## config.mk

```make
export PLATFORM = sky130hd
export DESIGN_NAME = invAckCollector
export DESIGN_NICKNAME = d
export VERILOG_FILES = /design/src/rtl/invColPkg.sv /design/src/rtl/invColControl.sv /design/src/rtl/invColDatapath.sv /design/src/rtl/invAckCollector.sv
export SDC_FILE = /design/constraint.sdc
export NUM_CORES = 1
export LEC_CHECK = 0
export BUFFER_PORTS_ARGS = -buffer_cell sky130_fd_sc_hd__buf_4
export CAP_MARGIN = 20
export CORE_MARGIN = 2
export CORE_UTILIZATION = 51
export DETAILED_ROUTE_END_ITERATION = 10
export PLACE_DENSITY = 0.76
export SKIP_CTS_REPAIR_TIMING = 1
export SYNTH_ARGS = -nofsm -noshare
export SYNTH_HDL_FRONTEND = slang
export SYNTH_SLANG_ARGS = --single-unit
export TNS_END_PERCENT = 30
```

## constraint.sdc

```tcl
create_clock -name clk -period 4.6 [get_ports clk]
set_clock_uncertainty 0.1 [all_clocks]
set_input_delay 0.23 -clock clk [delete_from_list [all_inputs] [get_ports clk]]
set_output_delay 0.23 -clock clk [all_outputs]
set_load 0.01 [all_outputs]
```

## src/rtl/invColPkg.sv

```systemverilog
package invColPkg;
  // strobes from control to datapath, one cycle of decisions
  typedef struct packed {
    logic take;       // request accepted
    logic sendInv;    // accepted with other sharers: start a collection
    logic quickDone;  // accepted with no other sharer: complete at once
    logic ackHit;     // acknowledgement to a line with pending count
    logic ackLast;    // that acknowledgement drains the line
  } ctlStrobes_t;
endpackage

```

## src/rtl/invColControl.sv

```systemverilog
module invColControl
  import invColPkg::*;
(
  input  logic        reqValid,
  input  logic        reqExcl,
  input  logic        reqLineBusy,
  input  logic        ackValid,
  input  logic        ackLineBusy,
  input  logic        ackCntOne,
  input  logic        otherZero,
  output logic        reqReady,
  output ctlStrobes_t strobes
);
  always_comb begin
    strobes.ackHit    = ackValid && ackLineBusy;
    strobes.ackLast   = strobes.ackHit && ackCntOne;
    // one done per cycle: a draining acknowledgement blocks new requests
    reqReady          = !reqLineBusy && !strobes.ackLast;
    strobes.take      = reqValid && reqReady;
    strobes.sendInv   = strobes.take && !reqExcl && !otherZero;
    strobes.quickDone = strobes.take && !reqExcl && otherZero;
  end
endmodule

```

## src/rtl/invColDatapath.sv

```systemverilog
module invColDatapath
  import invColPkg::*;
#(
  parameter int NUM_CACHES = 8,
  parameter int LINE_W     = 2,
  localparam int NUM_LINES = 1 << LINE_W,
  localparam int SRC_W     = $clog2(NUM_CACHES),
  localparam int CNT_W     = $clog2(NUM_CACHES + 1)
) (
  input  logic                  clk,
  input  logic                  rstN,
  input  ctlStrobes_t           strobes,
  input  logic [LINE_W-1:0]     reqLine,
  input  logic [SRC_W-1:0]      reqSrc,
  input  logic [NUM_CACHES-1:0] reqSharers,
  input  logic [LINE_W-1:0]     ackLine,
  output logic                  reqLineBusy,
  output logic                  ackLineBusy,
  output logic                  ackCntOne,
  output logic                  otherZero,
  output logic                  grantValid,
  output logic [LINE_W-1:0]     grantLine,
  output logic [SRC_W-1:0]      grantDst,
  output logic                  invValid,
  output logic [LINE_W-1:0]     invLine,
  output logic [NUM_CACHES-1:0] invMask,
  output logic                  doneValid,
  output logic [LINE_W-1:0]     doneLine,
  output logic [SRC_W-1:0]      doneDst
);
  logic [NUM_CACHES-1:0] selfBit;
  logic [NUM_CACHES-1:0] invTargets;
  logic [CNT_W-1:0]      otherCnt;
  logic [CNT_W-1:0]      lineCnt   [NUM_LINES];
  logic [SRC_W-1:0]      lineOwner [NUM_LINES];
  logic [NUM_LINES-1:0]  lineBusy;

  always_comb begin
    selfBit = '0;
    selfBit[reqSrc] = 1'b1;
    invTargets = reqSharers & ~selfBit;
    otherCnt = '0;
    for (int k = 0; k < NUM_CACHES; k++) otherCnt = otherCnt + CNT_W'(invTargets[k]);
  end

  assign otherZero   = (otherCnt == '0);
  assign reqLineBusy = lineBusy[reqLine];
  assign ackLineBusy = lineBusy[ackLine];
  assign ackCntOne   = (lineCnt[ackLine] == CNT_W'(1));

  for (genvar i = 0; i < NUM_LINES; i++) begin : g_line
    assign lineBusy[i] = (lineCnt[i] != '0);

    always_ff @(posedge clk) begin
      if (!rstN) begin
        lineCnt[i]   <= '0;
        lineOwner[i] <= '0;
      end else if (strobes.sendInv && reqLine == LINE_W'(i)) begin
        lineCnt[i]   <= otherCnt;
        lineOwner[i] <= reqSrc;
      end else if (strobes.ackHit && ackLine == LINE_W'(i)) begin
        lineCnt[i]   <= lineCnt[i] - CNT_W'(1);
      end
    end

    // a pending count only holds or steps down by one
    p_no_reload_r8: assert property (@(posedge clk) disable iff (!rstN)
      ($past(lineCnt[i]) != '0) |->
        (lineCnt[i] == $past(lineCnt[i]) || lineCnt[i] == $past(lineCnt[i]) - CNT_W'(1)))
      else $error("pending count of a line reloaded or skipped");
  end

  always_ff @(posedge clk) begin
    if (!rstN) begin
      grantValid <= 1'b0;
      grantLine  <= '0;
      grantDst   <= '0;
      invValid   <= 1'b0;
      invLine    <= '0;
      invMask    <= '0;
      doneValid  <= 1'b0;
      doneLine   <= '0;
      doneDst    <= '0;
    end else begin
      grantValid <= strobes.take;
      invValid   <= strobes.sendInv;
      doneValid  <= strobes.quickDone || strobes.ackLast;
      if (strobes.take) begin
        grantLine <= reqLine;
        grantDst  <= reqSrc;
      end
      if (strobes.sendInv) begin
        invLine <= reqLine;
        invMask <= invTargets;
      end
      if (strobes.quickDone) begin
        doneLine <= reqLine;
        doneDst  <= reqSrc;
      end else if (strobes.ackLast) begin
        doneLine <= ackLine;
        doneDst  <= lineOwner[ackLine];
      end
    end
  end

  p_inv_with_grant_r2: assert property (@(posedge clk) disable iff (!rstN)
    invValid |-> (grantValid && invLine == grantLine))
    else $error("invalidation without matching grant");

  p_inv_skips_writer_r3: assert property (@(posedge clk) disable iff (!rstN)
    invValid |-> (invMask[grantDst] == 1'b0 && invMask != '0))
    else $error("invalidation mask targets writer or nobody");

  p_done_drained_r4: assert property (@(posedge clk) disable iff (!rstN)
    doneValid |-> (lineCnt[doneLine] == '0))
    else $error("completion sent with acknowledgements outstanding");
endmodule

```

## src/rtl/invAckCollector.sv

```systemverilog
module invAckCollector
  import invColPkg::*;
#(
  parameter int NUM_CACHES = 8,
  parameter int LINE_W     = 2,
  localparam int SRC_W     = $clog2(NUM_CACHES)
) (
  input  logic                  clk,
  input  logic                  rstN,
  input  logic                  reqValid,
  input  logic [LINE_W-1:0]     reqLine,
  input  logic [SRC_W-1:0]      reqSrc,
  input  logic                  reqSync,
  input  logic                  reqExcl,
  input  logic [NUM_CACHES-1:0] reqSharers,
  output logic                  reqReady,
  input  logic                  ackValid,
  input  logic [LINE_W-1:0]     ackLine,
  output logic                  grantValid,
  output logic [LINE_W-1:0]     grantLine,
  output logic [SRC_W-1:0]      grantDst,
  output logic                  invValid,
  output logic [LINE_W-1:0]     invLine,
  output logic [NUM_CACHES-1:0] invMask,
  output logic                  doneValid,
  output logic [LINE_W-1:0]     doneLine,
  output logic [SRC_W-1:0]      doneDst
);
  ctlStrobes_t strobes;
  logic reqLineBusy, ackLineBusy, ackCntOne, otherZero;

  invColControl u_ctl (
    .reqValid   (reqValid),
    .reqExcl    (reqExcl),
    .reqLineBusy(reqLineBusy),
    .ackValid   (ackValid),
    .ackLineBusy(ackLineBusy),
    .ackCntOne  (ackCntOne),
    .otherZero  (otherZero),
    .reqReady   (reqReady),
    .strobes    (strobes)
  );

  invColDatapath #(.NUM_CACHES(NUM_CACHES), .LINE_W(LINE_W)) u_dp (
    .clk        (clk),
    .rstN       (rstN),
    .strobes    (strobes),
    .reqLine    (reqLine),
    .reqSrc     (reqSrc),
    .reqSharers (reqSharers),
    .ackLine    (ackLine),
    .reqLineBusy(reqLineBusy),
    .ackLineBusy(ackLineBusy),
    .ackCntOne  (ackCntOne),
    .otherZero  (otherZero),
    .grantValid (grantValid),
    .grantLine  (grantLine),
    .grantDst   (grantDst),
    .invValid   (invValid),
    .invLine    (invLine),
    .invMask    (invMask),
    .doneValid  (doneValid),
    .doneLine   (doneLine),
    .doneDst    (doneDst)
  );

  // a synchronization request is accepted and granted like any write
  p_sync_like_write_r9: assert property (@(posedge clk) disable iff (!rstN)
    (reqValid && reqSync && reqReady) |=> (grantValid && grantLine == $past(reqLine)))
    else $error("synchronization request not granted like a write");
endmodule

```

==> reports/results.ini, run 1 <==
[critical_path]
reg2reg_slack_ns=1.41
cp.required_ns=4.51
cp_slowest_cell=fa_1
crit_end=u_dp.lineCnt[2][2]
path_class=in2reg
worstPathCellList=buf_4, inv_1, o31a_1, ha_1, inv_1, fa_1, fa_1, fa_1, fa_1, xor2_1, and3_1, a211oi_4, nand4b_1, nand3b_1
worst-r2r-cell-count=7
crit_start=reqSrc[0]
cpMostUsedCell=fa_1
rr_endpoint=u_dp.lineCnt[2][2]
crit_path_start_kind=primary input
cp_slowest_stage_delay_ns=0.49
cp-end-kind=flip-flop
r2r-start=u_dp.lineCnt[2][0]
cp_max_fo=8
cp.arrival_ns=4.13

[clock_network]
cts_max_level=2
clk_latency_ns=0.30
cts_buffers=5
clock-root-buffer=clkbuf_8
clkSinkCount=51
path_clk_slew_ns=0.10
clk_path_buf_depth=2
cts_tree=yes

[grt]
top_usage_layer=met2
grt_pass1_vias=2250
use_met3_pct=4.89
grt_overflow=0
met2_usage_pct=35.8
antenna_found_initial=0
grt_first_pass_wirelength_mm=10.8
met1_usage_pct=30.1
grt_usage_pct=22.1
grt_max_degree=49

[yosys]
synth_async_sr_flop_share_pct=0
synth_area_leaders=edfxtp_1, dfxtp_1, nand2_1
yosysTopAreaCell=edfxtp_1
synth.avg_cell_area_sq_um=9.86
synth_top_area_share_pct=29.1
seq_area_frac_synth_pct=45.0
synthFlopType=edfxtp_1
synth_cell_types=49
synth_fp_nets=325
synth_common_cells=nand2_1, edfxtp_1, dfxtp_1
yosys_warnings=0
netlist_area_sq_um=2890
ys_ff_latch=51
yosysMostFrequentCell=nand2_1
synth_edf_count=28
postSynthCellCount=293

[timing]
period_minus_slack_ns=4.23
worst_pin_slew_ns=0.688
maxSlewViolCount=0
rsz0062_at_grt=no
setup_violations=0
hold_violations=0
fin_crit_sh_pct=91.9
relSlewSlack_pct=53.5
max_freq_mhz=237

[flow_run]
drv_cap=0

[detailed_routing]
first_iter_violations=163
firstDrtPassIters=4
detail_route.vias_per_cell=5.74
drc=0
wl_mm=6.59
vias=2335
ant_nets=0
wire_per_inst_um=16.2

[layout]
areaGrowthSynthToFinish_pct=17.4
finalNetCount=366
drive_gt1_share_pct=21.2
final_util_pct=61.6
antenna_cells=0

[power]
p_per_area_nw_per_um2=300
vdd_ir_drop_max_uv=195
power.total_uw=1020
p_leak_uw=0.00136

[place]
gp_congestion=0.832
portBuffers=43
hpwl_mm=4.94

[die]
die-area_sq_um=6290
die_x_um=79.3
rows=27
dieHeight_um=79.3
core-area_sq_um=5510
pin_count=45
start_util_pct=52.5

[run_status]
status=finished clean

[min_path]
min_path_type=in2reg

[per-stage QoR]
step	setup TNS, ns	hold slack (ns)	area, sq um	std cells	setup slack, ns
6_report	0	0.102	3390	407	0.372
5_1_grt	0	0.106	3390	407	0.223
4_1_cts	0	0.101	3390	407	0.388
3_5_place_dp	0	0.354	3300	399	0.0498
3_3_place_gp	0	0.348	3300	399	0.147
2_1_floorplan	-0.0289	0.273	2890	293	-0.00962
[cell usage in the layout, fill, tap and decap left out, types with 2 or more instances in the layout]
master / n
xnor2_1: 6
o31a_1: 3
nand2b_1: 6
buf_4: 50
mux2i_1: 13
clkbuf_8: 6
inv_1: 16
o31ai_1: 8
a21oi_1: 4
xor2_1: 3
o21ai_0: 4
o22ai_1: 11
nor2_1: 17
ha_1: 7
a21o_1: 2
mux4_2: 6
nand2_1: 50
or3b_1: 4
nor3_1: 14
nand3b_1: 5
nor3b_1: 4
a31oi_1: 4
nor4_1: 2
nand3_1: 10
edfxtp_1: 28
dfxtp_1: 23
fa_1: 4
o21a_1: 2
[report_power, final]
part,internal (uW),leakage [uW],switching (uW)
sequential,503,0.000478,15.9
clock,124,0.0000517,153
combinational,97.6,0.000834,126
total,724,0.00136,295
[cell families after synthesis]
kind of cell / synth area share, %
buffers and inverters: 4.42
DFF: 45.0
muxes: 9.18
AOI/OAI and AO/OA: 12.1
xor gates and xnor gates: 2.73
and+or+nand+nor: 20.8
adders and majority gates: 5.80
[critical path: cells and delay by family]
family	cells	cell delay [ns]
xor+xnor	1	0.16
fa+ha+maj	5	1.99
compound gates	2	0.63
simple gates	3	0.85
buf+inv	3	0.25
[registers in the layout (all words and copies together), names as in the netlist]
register,count
u_dp.doneValid,1
u_dp.invValid,1
u_dp.doneLine,2
u_dp.grantLine,2
u_dp.grantValid,1
u_dp.grantDst,3
u_dp.lineCnt,16
u_dp.lineOwner,12
u_dp.doneDst,3
u_dp.invLine,2
u_dp.invMask,8
[per-layer routing]
layer  share of wire, %  wire length [um]  vias to the layer above
li1                   -                 -                     1143
met1                 42              2800                     1101
met2                 47              3110                       80
met3                8.3               549                       11
met4                1.9               126                        0
met5                  0                 0                        -
[worst min-delay path by stage]
stage | startpoint | depth (start not counted) | slack (ns) | to
after global routing | reqSharers[2] | 3 | 0.11 | u_dp.invMask[2]
after CTS | reqSharers[2] | 3 | 0.10 | u_dp.invMask[2]
after floorplan | reqValid | 2 | 0.27 | u_dp.grantValid
after global placement | u_dp.grantLine[1] | 2 | 0.35 | u_dp.grantLine[1]
final | reqSharers[6] | 3 | 0.10 | u_dp.invMask[6]
after detailed placement | u_dp.grantDst[1] | 2 | 0.35 | u_dp.grantDst[1]
[final cells by class]
cell class / count / area (sq um)
fill: 474 / 2110
multi-input combinational: 209 / 1470
sequential: 51 / 1300
timing repair buffer: 50 / 375
tap: 72 / 90.1
clock buffer: 6 / 82.6
inverter: 17 / 63.8
clock inverter: 2 / 15.0
No activity file was read; power rests on OpenSTA's default activity.
==> run 2, diff against run 1 <==
- ABC_AREA: not set -> 1
==> reports/results.ini, run 2 <==
[timing]
fin_crit_sh_pct=88.7
relSlewSlack_pct=66.7
hold_violations=0
setup_ws_ns=0.519
max_freq_mhz=245
maxSlewViolCount=0
period_minus_slack_ns=4.08
setup-tns-final_ns=0
rsz0062_at_grt=no
setup_violations=0
worst_pin_slew_ns=0.494

[critical_path]
crit_path_start_kind=primary input
cp-end-kind=flip-flop
cp.arrival_ns=3.99
r2r-start=u_dp.lineCnt[2][0]
rr_endpoint=u_dp.lineOwner[2][0]
reg2reg_slack_ns=2.14
cp_max_fo=12
path_class=in2reg
cp.required_ns=4.51
worst-r2r-cell-count=10

[yosys]
synth_area_leaders=edfxtp_1, dfxtp_1, nand2_1
synth_compound_area_share_pct=8.36
synth_top_family_by_area=simple AND/OR/NAND/NOR gates
synth_async_sr_flop_share_pct=0
yosys_warnings=0
yosysMostFrequentCell=nand2_1
synthXorXnorAreaFrac_pct=2.06
muxShareOfSynthArea_pct=0
ys_ff_latch=51
synth-simple-area-share_pct=31.4
synth-adder-area-share_pct=5.63
synth_cell_types=32
synth_top_area_share_pct=28.2
yosysTopAreaCell=edfxtp_1
netlist_area_sq_um=2980
synth_common_cells=nand2_1, inv_1, nor2_1
postSynthCellCount=373
synth_edf_count=28
synthFlopType=edfxtp_1
synth.avg_cell_area_sq_um=7.98
synth_fp_nets=405
seq_area_frac_synth_pct=43.7

[die]
core-area_sq_um=5570
pin_count=45
dieHeight_um=80.4
rows=27
start_util_pct=53.4
die_x_um=80.4
die-area_sq_um=6470

[run_status]
status=finished clean

[grt]
grt_overflow=0
grt_first_pass_wirelength_mm=11.7
grt_max_degree=52
grt_usage_pct=23.3
antenna_found_initial=0
grt_pass1_vias=2598

[power]
vdd_ir_drop_max_uv=174
p_per_area_nw_per_um2=303
p_leak_uw=0.00166

[place]
post-place-ws_ns=0.201
dp_cells=484
portBuffers=43
gp_congestion=0.875
hpwl_mm=5.38

[clock_network]
cts_tree=yes
cts_buffers=5
clk_latency_ns=0.31
path_clk_slew_ns=0.10
clock-root-buffer=clkbuf_8
cts_max_level=2
clkSinkCount=51
clk_path_buf_depth=2

[layout]
final_util_pct=62.6
antenna_cells=0
drive_gt1_share_pct=21.7
fillers=504
finalNetCount=451
reg.largest.list=u_dp.lineCnt (16), u_dp.lineOwner (12), u_dp.invMask (8)
regMostFlops=u_dp.lineCnt
final_cells=492
layout_commonest_cell=nand2_1
largest_reg_flops=16
mostFrequentLayoutCells=nand2_1, inv_1, nor2_1, buf_4, edfxtp_1
areaGrowthSynthToFinish_pct=17.1

[detailed_routing]
wl_met2_mm=3.55
wire_per_inst_um=14.3
ant_nets=0
detail_route.vias_per_cell=5.30
wl_met1_mm=2.95
dr.max_layer_used=met4
drc=0
dr_wl_met3_um=459
vias=2608
first_iter_violations=181
wl_mm=7.03
firstDrtPassIters=4

[min_path]
worstHoldStart=reqSrc[1]
hold_end=u_dp.doneDst[1]
min_path_type=in2reg
hold_depth=3

[flow_run]
drv_cap=0

[run 2: critical path, stage by stage]
cell and delay, ns:
buf_4 0.13, inv_1 0.07, nand2_1 0.08, o21ai_0 0.14, inv_1 0.09, ha_1 0.29
inv_1 0.05, fa_1 0.50, fa_1 0.43, fa_1 0.42, fa_1 0.44, inv_1 0.18
nor3_1 0.07, nand2_1 0.08, inv_1 0.06, nor2_4 0.25, nand3_1 0.21, nand3_1 0.24
[run 2: routing by layer]
layer,up-vias,global-route usage [%]
li1,1302,-
met1,1225,28.4
met2,73,41.3
met3,8,5.51
met4,0,5.93
met5,-,0
[run 2: cell type report]
type                    count  area [sq um]  share of cell area, %
multi-input cells         257          1410                   40.5
flip-flops and latches     51          1300                   37.3
repair buffers             49           368                   10.5
inverters                  55           206                   5.92
clock buffers               6          93.8                   2.69
well taps                  72          90.1                   2.58
clock inverters             2          15.0                  0.431
[run 2: worst max path at each step]
stage	startpoint	to	cells past startpoint
2_1_floorplan	reqSrc[1]	u_dp.lineCnt[0][0]	18
4_1_cts	reqSrc[2]	u_dp.lineCnt[2][1]	18
5_1_grt	reqSrc[2]	u_dp.lineCnt[2][2]	18
3_5_place_dp	reqSrc[2]	u_dp.lineCnt[2][1]	18
3_3_place_gp	reqSrc[0]	u_dp.lineCnt[2][1]	17
6_report	reqSrc[2]	u_dp.lineCnt[2][1]	18
[run 2: metrics by stage]
stage	hold slack [ns]	power, uW	instance area (sq um)
final	0.0792	1060	3490
after global routing	0.0755	1110	3490
after CTS	0.0777	1060	3490
after detailed placement	0.345	762	3380
after global placement	0.333	753	3380
after floorplan	0.265	673	2980
[run 2: where the power goes]
group / switching (uW) / leakage, uW / internal (uW)
clock: 160 / 0.0000573 / 143
combinational: 152 / 0.00113 / 87.1
sequential: 12.3 / 0.000477 / 503
total: 324 / 0.00166 / 733
[run 2: kinds of logic after synthesis]
| kind of cell | after synthesis |
|---|---|
| AO/OA/AOI/OAI | 47 |
| AND/OR/NAND/NOR | 192 |
| buffers and inverters | 65 |
| XOR/XNOR | 7 |
| flip-flops | 51 |
| adder cells (fa/ha/maj) | 11 |
==> run 3, diff against run 2 <==
--- a/config.mk
+++ b/config.mk
@@ -9,3 +9,2 @@
 export BUFFER_PORTS_ARGS = -buffer_cell sky130_fd_sc_hd__buf_4
-export CAP_MARGIN = 20
 export CORE_MARGIN = 2
==> constraint.sdc (replaced) <==
create_clock -name clk -period 4.6 [get_ports clk]
set_clock_uncertainty 0.1 [all_clocks]
set_input_delay 0.69 -clock clk [delete_from_list [all_inputs] [get_ports clk]]
set_output_delay 0.69 -clock clk [all_outputs]
set_load 0.01 [all_outputs]
==> reports/results.ini, run 3 (synthesis results as in run 2) <==
[run_status]
status=finished clean

[critical_path]
cp.required_ns=4.51
cp.arrival_ns=4.21
cp-end-kind=flip-flop
crit_path_start_kind=primary input
path_class=in2reg
reg2reg_slack_ns=2.17
cp_max_fo=9
rr_endpoint=u_dp.lineOwner[2][0]
worst-r2r-cell-count=10
r2r-start=u_dp.lineCnt[0][0]

[min_path]
worstHoldStart=u_dp.grantDst[2]
hold_end=u_dp.grantDst[2]
hold_depth=2
min_path_type=reg2reg

[layout]
antenna_cells=0
final_util_pct=63.2
regMostFlops=u_dp.lineCnt
layout_commonest_cell=nand2_1
largest_reg_flops=16
mostFrequentLayoutCells=nand2_1, buf_4, inv_1, nor2_1, edfxtp_1
fillers=508
finalNetCount=457
drive_gt1_share_pct=22.8
reg.largest.list=u_dp.lineCnt (16), u_dp.lineOwner (12), u_dp.invMask (8)
areaGrowthSynthToFinish_pct=18.2

[timing]
period_minus_slack_ns=4.30
setup_ws_ns=0.300
max_freq_mhz=233
relSlewSlack_pct=67.3
whs_ns=0.355
rsz0062_at_grt=no
hold_violations=0
fin_crit_sh_pct=93.5
worst_pin_slew_ns=0.491
setup-tns-final_ns=0
maxSlewViolCount=0
setup_violations=0

[die]
rows=27
dieHeight_um=80.4
core-area_sq_um=5570
pin_count=45
die-area_sq_um=6470
start_util_pct=53.4
die_x_um=80.4

[clock_network]
cts_max_level=2
clkSinkCount=51
cts_buffers=5
clock-root-buffer=clkbuf_8
clk_latency_ns=0.31
cts_tree=yes
clk_path_buf_depth=2
path_clk_slew_ns=0.11

[power]
vdd_ir_drop_max_uv=162
p_per_area_nw_per_um2=296
p_leak_uw=0.00168

[grt]
grt_max_degree=52
grt_usage_pct=22.6
antenna_found_initial=0
grt_first_pass_wirelength_mm=11.4
grt_overflow=0
grt_pass1_vias=2582

[place]
hpwl_mm=5.31
portBuffers=43
gp_congestion=0.896
post-place-ws_ns=-0.0659

[detailed_routing]
vias=2597
wl_mm=6.84
wire_per_inst_um=13.7
drc=0
first_iter_violations=253
detail_route.vias_per_cell=5.21
ant_nets=0
firstDrtPassIters=4

[flow_run]
drv_cap=0

-- run 3: area by class of cell --
cell class | instances | area, sq um | share of cell area (%)
Clock buffer | 5 | 68.8 | 1.95
Clock inverter | 3 | 28.8 | 0.817
Inverter | 55 | 206 | 5.86
Multi-Input combinational cell | 257 | 1410 | 40.1
Sequential cell | 51 | 1300 | 37.0
Tap cell | 72 | 90.1 | 2.56
Timing Repair Buffer | 55 | 413 | 11.7
-- run 3: metal layers --
layer / track usage (%) / up-vias / share of wire, %
met5: 0 / - / 0
met4: 7.63 / 0 / 0.95
met3: 4.94 / 6 / 6.3
met2: 38.3 / 76 / 50
met1: 28.6 / 1194 / 43
li1: - / 1321 / -
-- run 3: power by group --
part	switching (uW)	internal, uW
sequential	12.5	503
combinational	151	95.4
clock	165	113
total	329	712
-- run 3: critical path: stages --
cell and delay, ns:
buf_4 0.11, inv_1 0.06, nand2_1 0.07, o21ai_0 0.17, inv_1 0.09, ha_1 0.28, inv_1 0.04, fa_1 0.49
fa_1 0.43, fa_1 0.41, fa_1 0.39, xnor2_1 0.18, nor3_1 0.06, nand2_1 0.08, inv_1 0.07, nor2_4 0.22
nand3_1 0.13, nand3_1 0.21
-- run 3: worst max path at each step --
stage | depth (start not counted) | from | to
finish | 18 | reqSrc[2] | u_dp.lineCnt[2][2]
global route | 18 | reqSrc[2] | u_dp.lineCnt[2][1]
CTS | 18 | reqSrc[1] | u_dp.lineCnt[2][3]
detailed placement | 18 | reqSrc[1] | u_dp.lineCnt[2][1]
global placement | 18 | reqSrc[1] | u_dp.lineCnt[2][1]
floorplan | 18 | reqSrc[1] | u_dp.lineCnt[0][0]
-- run 3: stage by stage --
step | instances | area [sq um] | power [uW]
finish | 498 | 3520 | 1040
global route | 498 | 3520 | 1090
CTS | 498 | 3520 | 1050
detailed placement | 490 | 3420 | 770
global placement | 490 | 3420 | 761
floorplan | 373 | 2980 | 673
